### config.mk
export PLATFORM = sky130hd
export DESIGN_NAME = clk_guard
export DESIGN_NICKNAME = d
export VERILOG_FILES = /design/src/rtl/clk_guard_pkg.sv /design/src/rtl/clk_guard_sync.sv /design/src/rtl/clk_guard_window.sv /design/src/rtl/clk_guard_regs.sv /design/src/rtl/clk_guard.sv
export SDC_FILE = /design/constraint.sdc
export NUM_CORES = 1
export LEC_CHECK = 0
export ABC_CLOCK_PERIOD_IN_PS = 3970
export BUFFER_PORTS_ARGS = -buffer_cell sky130_fd_sc_hd__buf_2
export CAP_MARGIN = 20
export CORE_UTILIZATION = 50
export CTS_CLUSTER_DIAMETER = 200
export DETAILED_ROUTE_END_ITERATION = 6
export PLACE_DENSITY_LB_ADDON = 0.3
export SYNTH_ARGS = -nofsm -noshare
export SYNTH_HDL_FRONTEND = slang
export SYNTH_HIERARCHICAL = 1
export SYNTH_SLANG_ARGS = --single-unit
### constraint.sdc
create_clock -name clk -period 3.97 [get_ports clk]
set_input_delay 0.1985 -clock clk [delete_from_list [all_inputs] [get_ports clk]]
set_output_delay 0.1985 -clock clk [all_outputs]
set_load 0.01 [all_outputs]
### src/rtl/clk_guard_pkg.sv
package clk_guard_pkg;
  localparam int REG_W   = 8;
  localparam int B_DET   = 0;
  localparam int B_OSC   = 1;
  localparam int B_FLAG  = 2;
  localparam int B_STOP  = 3;
  localparam int B_ACT   = 7;

  typedef struct packed {
    logic act_irq;
    logic stopped;
    logic flag;
    logic use_osc;
    logic det_en;
  } guard_reg_t;

  function automatic logic [REG_W-1:0] pack_reg(guard_reg_t r);
    logic [REG_W-1:0] v;
    v         = '0;
    v[B_DET]  = r.det_en;
    v[B_OSC]  = r.use_osc;
    v[B_FLAG] = r.flag;
    v[B_STOP] = r.stopped;
    v[B_ACT]  = r.act_irq;
    return v;
  endfunction
endpackage

### src/rtl/clk_guard_sync.sv
module clk_guard_sync #(
  parameter int STAGES = 2
) (
  input  logic clk,
  input  logic rst_n,
  input  logic async_in,
  output logic rise_o
);
  logic [STAGES:0] sh_q;

  genvar g;
  generate
    for (g = 0; g <= STAGES; g++) begin : g_stage
      if (g == 0) begin : g_first
        always_ff @(posedge clk or negedge rst_n) begin
          if (!rst_n) sh_q[0] <= 1'b0;
          else        sh_q[0] <= async_in;
        end
      end else begin : g_next
        always_ff @(posedge clk or negedge rst_n) begin
          if (!rst_n) sh_q[g] <= 1'b0;
          else        sh_q[g] <= sh_q[g-1];
        end
      end
    end
  endgenerate

  assign rise_o = sh_q[STAGES-1] & ~sh_q[STAGES];
endmodule

### src/rtl/clk_guard_window.sv
module clk_guard_window #(
  parameter int WIN_LEN   = 16,
  parameter int MIN_EDGES = 2
) (
  input  logic clk,
  input  logic rst_n,
  input  logic rise_i,
  output logic stopped_o,
  output logic stop_ev_o,
  output logic restart_ev_o
);
  localparam int CW = (WIN_LEN > 1) ? $clog2(WIN_LEN) : 1;
  localparam int EW = $clog2(MIN_EDGES + 1);
  localparam logic [CW-1:0] LAST = CW'(WIN_LEN - 1);
  localparam logic [EW-1:0] SAT  = EW'(MIN_EDGES);

  logic [CW-1:0] win_q;
  logic [EW-1:0] edges_q, edges_nxt;
  logic          win_end, enough;

  assign win_end   = (win_q == LAST);
  assign edges_nxt = (edges_q == SAT) ? edges_q : edges_q + EW'(rise_i);
  assign enough    = (edges_nxt >= SAT);

  always_ff @(posedge clk or negedge rst_n) begin
    if (!rst_n) begin
      win_q        <= '0;
      edges_q      <= '0;
      stopped_o    <= 1'b0;
      stop_ev_o    <= 1'b0;
      restart_ev_o <= 1'b0;
    end else begin
      stop_ev_o    <= 1'b0;
      restart_ev_o <= 1'b0;
      if (win_end) begin
        win_q   <= '0;
        edges_q <= '0;
        if (stopped_o && enough) begin
          stopped_o    <= 1'b0;
          restart_ev_o <= 1'b1;
        end else if (!stopped_o && !enough) begin
          stopped_o <= 1'b1;
          stop_ev_o <= 1'b1;
        end
      end else begin
        win_q   <= win_q + 1'b1;
        edges_q <= edges_nxt;
      end
    end
  end
endmodule

### src/rtl/clk_guard_regs.sv
module clk_guard_regs (
  input  logic clk,
  input  logic rst_n,
  input  logic fail_rst,
  input  logic wr_i,
  input  logic wd_det,
  input  logic wd_osc,
  input  logic wd_flag,
  input  logic wd_act,
  input  logic clk_lock,
  input  logic src_is_pll,
  input  logic stop_ev,
  input  logic restart_ev,
  output logic det_en,
  output logic use_osc,
  output logic flag,
  output logic act_irq,
  output logic irq_o,
  output logic rst_req_o
);
  logic ev;
  assign ev = det_en & (stop_ev | restart_ev);

  always_ff @(posedge clk or negedge rst_n) begin
    if (!rst_n) begin
      det_en    <= 1'b0;
      use_osc   <= 1'b0;
      flag      <= 1'b0;
      act_irq   <= 1'b0;
      irq_o     <= 1'b0;
      rst_req_o <= 1'b0;
    end else begin
      irq_o     <= 1'b0;
      rst_req_o <= 1'b0;
      if (fail_rst) begin
        flag <= 1'b0;
      end else begin
        if (wr_i) begin
          if (!clk_lock) det_en <= wd_det;
          use_osc <= wd_osc;
          act_irq <= wd_act;
          if (!wd_flag) flag <= 1'b0;
        end
        if (ev) begin
          flag <= 1'b1;
          if (act_irq && !flag) irq_o <= 1'b1;
          if (stop_ev && !act_irq) rst_req_o <= 1'b1;
          if (stop_ev && act_irq && !src_is_pll) use_osc <= 1'b1;
        end
      end
    end
  end
endmodule

### src/rtl/clk_guard.sv
module clk_guard
  import clk_guard_pkg::*;
#(
  parameter int ADDR_W      = 4,
  parameter int REG_ADDR    = 12,
  parameter int SYNC_STAGES = 2,
  parameter int WIN_LEN     = 16,
  parameter int MIN_EDGES   = 2
) (
  input  logic              clk,
  input  logic              rst_n,
  input  logic              fail_rst,
  input  logic              main_clk,
  input  logic [ADDR_W-1:0] bus_addr,
  input  logic              bus_we,
  input  logic [7:0]        bus_wdata,
  output logic [7:0]        bus_rdata,
  input  logic              wr_unlock,
  input  logic              clk_lock,
  input  logic              src_is_pll,
  output logic              irq_req,
  output logic              osc_rst_req,
  output logic              clk_sel_osc
);
  localparam logic [ADDR_W-1:0] HIT_ADDR = ADDR_W'(REG_ADDR);

  logic rise, stopped, stop_ev, restart_ev;
  logic hit, wr;
  logic det_en, use_osc, flag, act_irq;
  logic wdata_unused;
  guard_reg_t view;

  assign wdata_unused = ^bus_wdata[6:3];
  assign hit = (bus_addr == HIT_ADDR);
  assign wr  = bus_we & wr_unlock & hit;

  clk_guard_sync #(.STAGES(SYNC_STAGES)) u_sync (
    .clk(clk), .rst_n(rst_n), .async_in(main_clk), .rise_o(rise)
  );

  clk_guard_window #(.WIN_LEN(WIN_LEN), .MIN_EDGES(MIN_EDGES)) u_win (
    .clk(clk), .rst_n(rst_n), .rise_i(rise),
    .stopped_o(stopped), .stop_ev_o(stop_ev), .restart_ev_o(restart_ev)
  );

  clk_guard_regs u_regs (
    .clk(clk), .rst_n(rst_n), .fail_rst(fail_rst), .wr_i(wr),
    .wd_det(bus_wdata[B_DET]), .wd_osc(bus_wdata[B_OSC]),
    .wd_flag(bus_wdata[B_FLAG]), .wd_act(bus_wdata[B_ACT]),
    .clk_lock(clk_lock), .src_is_pll(src_is_pll),
    .stop_ev(stop_ev), .restart_ev(restart_ev),
    .det_en(det_en), .use_osc(use_osc), .flag(flag), .act_irq(act_irq),
    .irq_o(irq_req), .rst_req_o(osc_rst_req)
  );

  assign view = '{act_irq: act_irq, stopped: stopped, flag: flag,
                  use_osc: use_osc, det_en: det_en};
  assign bus_rdata   = hit ? pack_reg(view) : 8'h00;
  assign clk_sel_osc = use_osc;
endmodule

==> results of run 1 <==
[synthesized netlist by cell type (all sizes together)]
cell type	number
and2	7
ha	4
mux2	2
buf	3
and2b	1
nor3b	1
o21ai	2
or2	1
nand4b	2
and4bb	3
nand2b	1
xor2	1
nor2b	2
nand2	1
o21a	1
a2bb2oi	1
inv	3
and4b	1
mux2i	1
dfrtp	18
nor2	5
conb	1
nor3	1
a21oi	2
and3	3
a311o	1
[state kept, by name (all words and copies together) (netlist names)]
signal,flops
u_win/win_q,4
u_sync/sh_q,3
u_win/edges_q,2
u_regs/act_irq,1
u_regs/det_en,1
u_regs/flag,1
u_regs/irq_o,1
u_regs/rst_req_o,1
u_regs/use_osc,1
u_win/restart_ev_o,1
u_win/stop_ev_o,1
u_win/stopped_o,1
[routing by layer]
metal | wire (um) | vias to the layer above | global-route usage, %
li1 | - | 290 | -
met1 | 533 | 270 | 18.3
met2 | 647 | 21 | 28.4
met3 | 84 | 4 | 3.83
met4 | 35 | 0 | 12.7
met5 | 0 | - | 0
[cell families (layout without fill, tap and decap cells)]
kind of cell               Yosys count  in the layout  synth area share (%)
buffers and inverters                6             32                  3.97
adders and majority gates            4              4                  5.88
xor gates and xnor gates             1              1                  1.03
other                                1              3                 0.441
AOI/OAI and AO/OA                    7              7                  5.44
and+or+nand+nor                     29             29                  26.0
muxes                                3              3                  4.26
DFF                                 18             18                  52.9
[stage by stage]
stage               worst slack [ps]  std cells  instance area [um2]
global placement                2100        107                  971
CTS                             2090        113                 1030
global route                    1990        113                 1030
finish                          2100        113                 1030
floorplan                       2160         71                  858
detailed placement              2090        107                  971
[how the worst max path moves through the flow]
stage                                             end  cells after the start                startpoint
after global routing      u_win/stopped_o$_DFFE_PN0P_                      7  u_sync/sh_q[1]$_DFF_PN0_
after detailed placement  u_win/stopped_o$_DFFE_PN0P_                      7  u_sync/sh_q[1]$_DFF_PN0_
after CTS                 u_win/stopped_o$_DFFE_PN0P_                      7  u_sync/sh_q[1]$_DFF_PN0_
final                     u_win/stopped_o$_DFFE_PN0P_                      7  u_sync/sh_q[1]$_DFF_PN0_
after floorplan           u_win/stopped_o$_DFFE_PN0P_                      7  u_sync/sh_q[1]$_DFF_PN0_
after global placement    u_win/stopped_o$_DFFE_PN0P_                      7  u_sync/sh_q[1]$_DFF_PN0_
[final cells by class]
cell class / count / area (um2) / area share [%]
clock buffers: 4 / 36.3 / 3.53
repair buffers: 25 / 135 / 13.2
well taps: 16 / 20.0 / 1.95
inverters: 3 / 11.3 / 1.10
flip-flops and latches: 18 / 450 / 43.8
multi-input cells: 47 / 374 / 36.4
[power by group]
part / leakage, nW / switching (mW) / internal [mW]
Clock: 0.0210 / 0.0537 / 0.0559
Combinational: 0.304 / 0.0182 / 0.0230
Sequential: 0.234 / 0.0100 / 0.195
==> results.md, run 1 <==
- Status: finished, final reports clean
- Core box area: 1540 um2
- Clock root cell: clkbuf_4
- Critical Path RT: 4150 ps
- Tcrit/Tclk final: 47.2%
- Max Root-Sink Buffers: 2
- CTS tree: built
- Worst r2r path cells: 7
- Tmin final: 1870 ps
- TNS Setup: 0 ps
- Fmax: 533 MHz
- CP endpoint kind: flip-flop
- Antenna diodes: 0
- First-pass GRT wire length: 2230 um
- Worst vdd ir: roughly 0.00023 V
- GP Congestion: 0.697
- Final-report max-slew violation count: 0
- Synth area leader: dfrtp_1
- Cells after Synth: between 60 and 70
- Count of port buffers added during placement: 23
- Final Util: 66.6%
- Max-cap viol count: 0
- Worst hold endpoint: u_regs/flag$_DFFE_PN0P_
- Critical path's top delay family: simple AND/OR/NAND/NOR gates
- # rows: 14
- WL/cell: 11.5 um
- Postcts setup bufs: 0
- GRT Util Overall: 16.9%
- Setup-failing EPs final: 0
- CTS H-tree depth: 1
- Final wirelength: about 1300 um
- Synth Warn #: 6
- Die span in y: between 40 and 50 um
- Fin nets: 122
- Clk sinks: 18
- CP max stage delay: 390 ps
- Critical path fanouts, max: 3
- Crit start category: flip-flop
- HP Start: fail_rst
- Slowest stage cell, crit path: dfrtp_1
- Fillers: between 100 and 150
- Final Hold Vio Count: 0
- Synth cell types: 31
- Most frequent cells in the layout: buf_2, dfrtp_1, and2_2, nor2_1, ha_1
- Global route overflow: 0
- Initial Util: about 55%
- Pre-antenna DRT Iters: 2
- Tightest Hold Check Type: input pin to flip-flop
- Number of global-route vias before repair: 562
- Post-CTS Hold Buffers: 2
- Sequential area share after synthesis: approximately 53%
- CTS Buf Count: 3
- Die Wd: 43.3 um
- Yosys reg bits: 18
- Yosys top cell area share: 52.9%
- Unrepaired setup endpoints after global routing: false
- DRC: 0
- CP bufs+invs: 0
- Most used cell along the critical path: ha_1
- Initial DRC count: 1
- Post-route ant nets: 0
- Crit Path Category: flip-flop to flip-flop
- Reg2reg end: u_win/stopped_o$_DFFE_PN0P_
- Cell Pwr Density: ~350 nW/um2
- CP cell instances: nor2b_4 -> ha_1 -> and3_1 -> or2_2 -> ha_1 -> nand4b_1 -> mux2i_1
- Hold_ws: around 96 ps
- Hold Path Depth: 2
- Initial antenna violation count: 0
- Area grow syn2layout: 20.7%
- Syn avg cell area: 12.3 um2
- Worst-Skew Late Latency: 290 ps
- Mapped Area: 851 um2
- # resized after CTS: 0
- Layout Skew: 0.541 ps
- Layout cell share with drive strength beyond 1: 44.3%
- I/O pins: 31
- Total power draw: ~360 uW
- R2R Setup Slk: 2100 ps
- CP Data Arrival Time: around 2000 ps
- R2r startpoint: u_sync/sh_q[1]$_DFF_PN0_
- Largest net degree at the start of global routing: 19
- Top cells by area, synth: dfrtp_1, ha_1, and2_2, and4bb_2, buf_4
- Vias/cell: 5.18
- Vias: 585
- Post-DP HPWL: ~1000 um
- Most common cell after layout, fill and taps aside: buf_2
- Die ar.: approximately 1900 um2
- Clock transition at path regs: 100 ps
- Pleak: 0.560 nW
Note: power is estimated with default switching activity, not from simulation.
==> run 2, diff against run 1 <==
Settings changed: ABC_CLOCK_PERIOD_IN_PS 3970 to 1700, CORE_UTILIZATION 50 to 42.
Clock period 3.97 ns to 1.7 ns, I/O delays scaled along.
==> results.md, run 2 (same netlist as run 1, synthesis figures left out) <==
- CP cell instances: nor2b_4 -> ha_2 -> and3_4 -> or2_4 -> ha_4 -> nand4b_1 -> mux2i_1 (was nor2b_4 -> ha_1 -> and3_1 -> or2_2 -> ha_1 -> nand4b_1 -> mux2i_1)
- Total power draw: 799 uW (was 356 uW)
- Hold_ws: 23.8 ps (was 95.5 ps)
- Unrepaired setup endpoints after global routing: true (was false)
- I/O pins: 31 (unchanged)
- Largest registers: u_win/win_q x4, u_sync/sh_q x3, u_win/edges_q x2 (unchanged)
- Clk sinks: 18 (unchanged)
- DP Area: 1010 um2 (was 971 um2)
- Crit start category: flip-flop (unchanged)
- Final Util: 58.9% (was 66.6%)
- Hold Path Depth: 2 (unchanged)
- Initial DRC count: 7 (was 1)
- Tightest Hold Check Type: input pin to flip-flop (unchanged)
- GRT Util Overall: 15.1% (was 16.9%)
- Die Wd: 47.0 um (was 43.3 um)
- Setup-failing EPs final: 1 (was 0)
- Critical path's top delay family: simple AND/OR/NAND/NOR gates (unchanged)
- Antenna diodes: 0 (unchanged)
- Failing checks: negative setup slack
- CTS tree: built (unchanged)
- Die span in y: 47.0 um (was 43.3 um)
- CP bufs+invs: 0 (unchanged)
- CTS H-tree depth: 1 (unchanged)
- Tcrit/Tclk final: 103% (was 47.2%)
- Layout Skew: 2.00 ps (was 0.541 ps)
- Initial Util: 46.7% (was 55.2%)
- Core box area: 1820 um2 (was 1540 um2)
- Most frequent cells in the layout: buf_2, dfrtp_1, and2_2, nor2_1 (was buf_2, dfrtp_1, and2_2, nor2_1, ha_1)
- Clock transition at path regs: 90 ps (was 100 ps)
- # resized after CTS: 0 (unchanged)
- Most common cell after layout, fill and taps aside: buf_2 (unchanged)
- Int Pwr: 602 uW (was 274 uW)
- # rows: 15 (was 14)
- Global route overflow: 0 (unchanged)
- Register area: 450 um2 (unchanged)
- Fillers: 159 (was 123)
- GP Congestion: 0.699 (was 0.697)
- Pleak: 0.564 nW (was 0.560 nW)
- Critical Path RT: 1910 ps (was 4150 ps)
- Post-route ant nets: 0 (unchanged)
- Fmax: 571 MHz (was 533 MHz)
- Net Sw Power: 198 uW (was 81.9 uW)
- Worst path depth: 7 (unchanged)
- Worst-Skew Late Latency: 290 ps (about the same)
- CTS Buf Count: 3 (unchanged)
- Max Root-Sink Buffers: 2 (unchanged)
- Max FFs per register: 4 (unchanged)
- Fin nets: 125 (was 122)
- Number of global-route vias before repair: 580 (was 562)
- Initial antenna violation count: 0 (unchanged)
- Worst vdd ir: 0.000469 V (was 0.000231 V)
- CP Data Arrival Time: 1960 ps (was 2060 ps)
- Area grow syn2layout: 26.0% (was 20.7%)
- DRC: 0 (unchanged)
- Largest net degree at the start of global routing: 19 (unchanged)
- Slowest stage cell, crit path: dfrtp_1 (unchanged)
- Top reg by flops: u_win/win_q (unchanged)
- Critical path fanouts, max: 2 (was 3)
- Final cell count without fillers: 124 (was 113)
- Multi-input logic area: 397 um2 (was 374 um2)
- WL/cell: 11.3 um (was 11.5 um)
- Final wirelength: 1400 um (was 1300 um)
- Count of port buffers added during placement: 23 (unchanged)
- Layout cell share with drive strength beyond 1: 47.5% (was 44.3%)
- First-pass GRT wire length: 2200 um (was 2230 um)
- Tmin final: 1750 ps (was 1870 ps)
- Clock Power Share: 25.5% (was 30.8%)
- Final-report max-slew violation count: 0 (unchanged)
- Worst r2r path cells: 7 (unchanged)
- Final Hold Vio Count: 0 (unchanged)
- Final Cell Area: 1070 um2 (was 1030 um2)
- CP max stage delay: 390 ps (about the same)
- Vias/cell: 5.03 (was 5.18)
- Pre-antenna DRT Iters: 4 (was 2)
- PnR worst setup slack: -52.2 ps (was 2100 ps)
- Vias: 624 (was 585)
- Max-cap viol count: 0 (unchanged)
- Switch share: 24.7% (was 23.0%)
- Combinational power share: 14.6% (was 11.6%)
- Post-DP HPWL: 1060 um (was 1020 um)
- Placed cell count: 117 (was 107)
- Die ar.: 2210 um2 (was 1870 um2)
- Cell Pwr Density: 745 nW/um2 (was 347 nW/um2)
- Clock root cell: clkbuf_4 (unchanged)
- CP endpoint kind: flip-flop (unchanged)
- Status: complete, but fails checks (was finished, final reports clean)
- Flop pwr share: 59.9% (was 57.7%)
- Crit Path Category: flip-flop to flip-flop (unchanged)
-- run 2: final timing paths --
kind                                          start                     endpoint  slack, ps
max in group asynchronous                     rst_n     u_sync/sh_q[0]$_DFF_PN0_       1180
min                                    bus_wdata[7]   u_regs/act_irq$_DFFE_PN0P_         20
max                        u_sync/sh_q[1]$_DFF_PN0_  u_win/stopped_o$_DFFE_PN0P_        -50
max reg2reg                u_sync/sh_q[1]$_DFF_PN0_  u_win/stopped_o$_DFFE_PN0P_        -50
min in group asynchronous                     rst_n    u_regs/det_en$_DFFE_PN0P_        250
min reg2reg                u_sync/sh_q[0]$_DFF_PN0_     u_sync/sh_q[1]$_DFF_PN0_        360
-- run 2: metal layers --
layer	vias to the layer above	track usage [%]	part of all wire, %
met2	32	26.9	46
li1	293	-	-
met4	0	12.0	3.0
met1	295	15.7	44
met3	4	2.31	7.1
met5	-	0	0
-- run 2: stage by stage --
stage                     worst slack (ps)  setup TNS, ps
after global placement               -18.7          -18.7
after global routing                  -112           -112
final                                -52.2          -52.2
after floorplan                       20.5              0
after CTS                            -54.9          -54.9
after detailed placement             -48.4          -48.4
-- run 2: layout make-up --
class                           instances  area share, %
Clock buffer                            3           2.10
Inverter                                3           1.05
Multi-Input combinational cell         47           37.0
Sequential cell                        18           42.0
Tap cell                               25           2.92
Timing Repair Buffer                   28           14.9
-- run 2: what timing repair did --
action	in CTS	in global routing
hold buffers	3	0
pin swaps	1	0
endpoints found under the hold margin	20	0
setup buffers	1	0
setup endpoints to repair	1	1
-- run 2: power groups by stage --
| stage | Combinational (mW) | Clock [mW] | Sequential [mW] |
|---|---|---|---|
| after global routing | 0.136 | 0.231 | 0.484 |
| after global placement | 0.104 | 0 | 0.487 |
| final | 0.117 | 0.204 | 0.479 |
| after floorplan | 0.0664 | 0 | 0.484 |
| after CTS | 0.117 | 0.212 | 0.481 |
| after detailed placement | 0.109 | 0 | 0.489 |
==> run 3, diff against run 2 <==
Settings changed: CELL_PAD_IN_SITES_DETAIL_PLACEMENT set to 1, CELL_PAD_IN_SITES_GLOBAL_PLACEMENT set to 1, CORE_UTILIZATION 42 to 33, SKIP_LAST_GASP set to 1.
==> results.md, run 3 (same netlist as run 1, synthesis figures left out) <==
- CP cell instances: nor2b_4 -> ha_2 -> and3_4 -> or2_4 -> ha_4 -> nand4b_1 -> mux2i_1 (unchanged)
- Initial antenna violation count: 0 (unchanged)
- CP Data Arrival Time: 1910 ps (was 1960 ps)
- # resized after CTS: 0 (unchanged)
- Final Util: 44.2% (was 58.9%)
- Core box area: 2450 um2 (was 1820 um2)
- Failing checks: negative setup slack (unchanged)
- Final-report max-slew violation count: 0 (unchanged)
- Worst-Skew Late Latency: 290 ps (about the same)
- CP bufs+invs: 0 (unchanged)
- Largest registers: u_win/win_q x4, u_sync/sh_q x3, u_win/edges_q x2 (unchanged)
- Postcts setup bufs: 0 (was 1)
- Fmax: 578 MHz (was 571 MHz)
- Top reg by flops: u_win/win_q (unchanged)
- Most common cell after layout, fill and taps aside: buf_2 (unchanged)
- Status: complete, but fails checks (unchanged)
- Critical Path RT: 1880 ps (was 1910 ps)
- Max FFs per register: 4 (unchanged)
- Critical path fanouts, max: 2 (unchanged)
- First-pass GRT wire length: 2730 um (was 2200 um)
- Top routing layer used: met4 (unchanged)
- Vias/cell: 4.68 (was 5.03)
- Global route overflow: 0 (unchanged)
- Largest net degree at the start of global routing: 19 (unchanged)
- Die span in y: 52.8 um (was 47.0 um)
- WL/cell: 12.7 um (was 11.3 um)
- Critical Path Source: u_sync/sh_q[1]$_DFF_PN0_ (unchanged)
- Crit Path Category: flip-flop to flip-flop (unchanged)
- Pleak: 0.567 nW (was 0.564 nW)
- # rows: 18 (was 15)
- Max-cap viol count: 0 (unchanged)
- Count of port buffers added during placement: 23 (unchanged)
- Critical path's top delay family: simple AND/OR/NAND/NOR gates (unchanged)
- Reg2reg end: u_win/stopped_o$_DFFE_PN0P_ (unchanged)
- Final Cell Area: 1080 um2 (was 1070 um2)
- Hold Path Depth: 2 (unchanged)
- R2r startpoint: u_sync/sh_q[1]$_DFF_PN0_ (unchanged)
- Post-route ant nets: 0 (unchanged)
- Vias: 604 (was 624)
- Met3 wire len: 81 um (was 99 um)
- Layout cell share with drive strength beyond 1: 47.5% (unchanged)
- GP Congestion: 0.661 (was 0.699)
- Most frequent cells in the layout: buf_2, dfrtp_1, and2_2, nor2_1 (unchanged)
- Worst hold endpoint: u_regs/det_en$_DFFE_PN0P_ (was u_regs/act_irq$_DFFE_PN0P_)
- Area grow syn2layout: 27.5% (was 26.0%)
- PnR worst setup slack: -29.7 ps (was -52.2 ps)
- Layout Skew: 6.70 ps (was 2.00 ps)
- Slowest stage cell, crit path: dfrtp_1 (unchanged)
- CP endpoint kind: flip-flop (unchanged)
- I/O pins: 31 (unchanged)
- Tmin final: 1730 ps (was 1750 ps)
- Cell Pwr Density: 792 nW/um2 (was 745 nW/um2)
- Die Wd: 52.8 um (was 47.0 um)
- R2R Setup Slk: -30 ps (was -50 ps)
- Setup-failing EPs final: 1 (unchanged)
- Post-DP HPWL: 1270 um (was 1060 um)
- Final wirelength: 1630 um (was 1400 um)
- CTS Buf Count: 3 (unchanged)
- Clk sinks: 18 (unchanged)
- Die ar.: 2790 um2 (was 2210 um2)
- Initial DRC count: 2 (was 7)
- Pre-antenna DRT Iters: 4 (unchanged)
- Fin nets: 124 (was 125)
- CTS tree: built (unchanged)
- Worst r2r path cells: 7 (unchanged)
- DP Area: 1020 um2 (was 1010 um2)
- Unrepaired setup endpoints after global routing: true (unchanged)
- CTS H-tree depth: 1 (unchanged)
- GRT Util Overall: 14.1% (was 15.1%)
- Total power draw: 859 uW (was 799 uW)
- DRC: 0 (unchanged)
- Number of global-route vias before repair: 629 (was 580)
- Max Root-Sink Buffers: 2 (unchanged)
- Worst vdd ir: 0.000469 V (about the same)
- Metal2 WL: 902 um (was 647 um)
- Clock transition at path regs: 110 ps (was 90 ps)
- Antenna diodes: 0 (unchanged)
- Crit start category: flip-flop (unchanged)
- Tightest Hold Check Type: input pin to flip-flop (unchanged)
- Met1 wire length: 634 um (was 611 um)
- Final Hold Vio Count: 0 (unchanged)
- CP max stage delay: 390 ps (about the same)
- Initial Util: 34.7% (was 46.7%)
- HP Start: bus_wdata[0] (was bus_wdata[7])
- Tcrit/Tclk final: 102% (was 103%)
- Clock root cell: clkbuf_4 (unchanged)
-- run 3: how the worst max path moves through the flow --
| stage | to | cells after the start |
|---|---|---|
| after floorplan | u_win/stopped_o$_DFFE_PN0P_ | 7 |
| after global placement | u_win/stopped_o$_DFFE_PN0P_ | 7 |
| after detailed placement | u_win/stopped_o$_DFFE_PN0P_ | 7 |
| after CTS | u_win/stopped_o$_DFFE_PN0P_ | 7 |
| after global routing | u_win/stopped_o$_DFFE_PN0P_ | 7 |
| final | u_win/stopped_o$_DFFE_PN0P_ | 7 |
-- run 3: layer usage --
metal | up-vias | track usage (%)
li1 | 291 | -
met1 | 293 | 13.8
met2 | 18 | 27.0
met3 | 2 | 3.48
met4 | 0 | 6.58
met5 | - | 0
-- run 3: area by class of cell --
type,count,area [um2]
Fill cell,291,1370
Sequential cell,18,450
Multi-Input combinational cell,47,397
Timing Repair Buffer,27,153
Tap cell,30,37.5
Clock buffer,4,36.3
Inverter,3,11.3
-- run 3: where the power goes --
group / leakage, nW / switching, mW / total (mW) / internal, mW
Clock: 0.0210 / 0.131 / 0.261 / 0.130
Sequential: 0.234 / 0.0229 / 0.479 / 0.456
Combinational: 0.311 / 0.0541 / 0.119 / 0.0645
-- run 3: timing repair --
| item | 4_1_cts | 5_1_grt |
|---|---|---|
| hold endpoints to repair | 20 | 0 |
| hold buffers | 3 | 0 |
| pin swaps | 1 | 0 |
| endpoints found under the setup margin | 1 | 1 |
-- run 3: per-stage QoR --
step                      worst slack, ps  hold WS [ps]  cells  TNS [ps]
after floorplan                      20.5          -211     71         0
after global placement              -28.5          40.6    122     -28.5
after detailed placement            -65.7          40.5    122     -65.7
after CTS                           -57.5          13.4    129     -57.5
after global routing                 -123          3.96    129      -123
final                               -29.7          18.0    129     -29.7
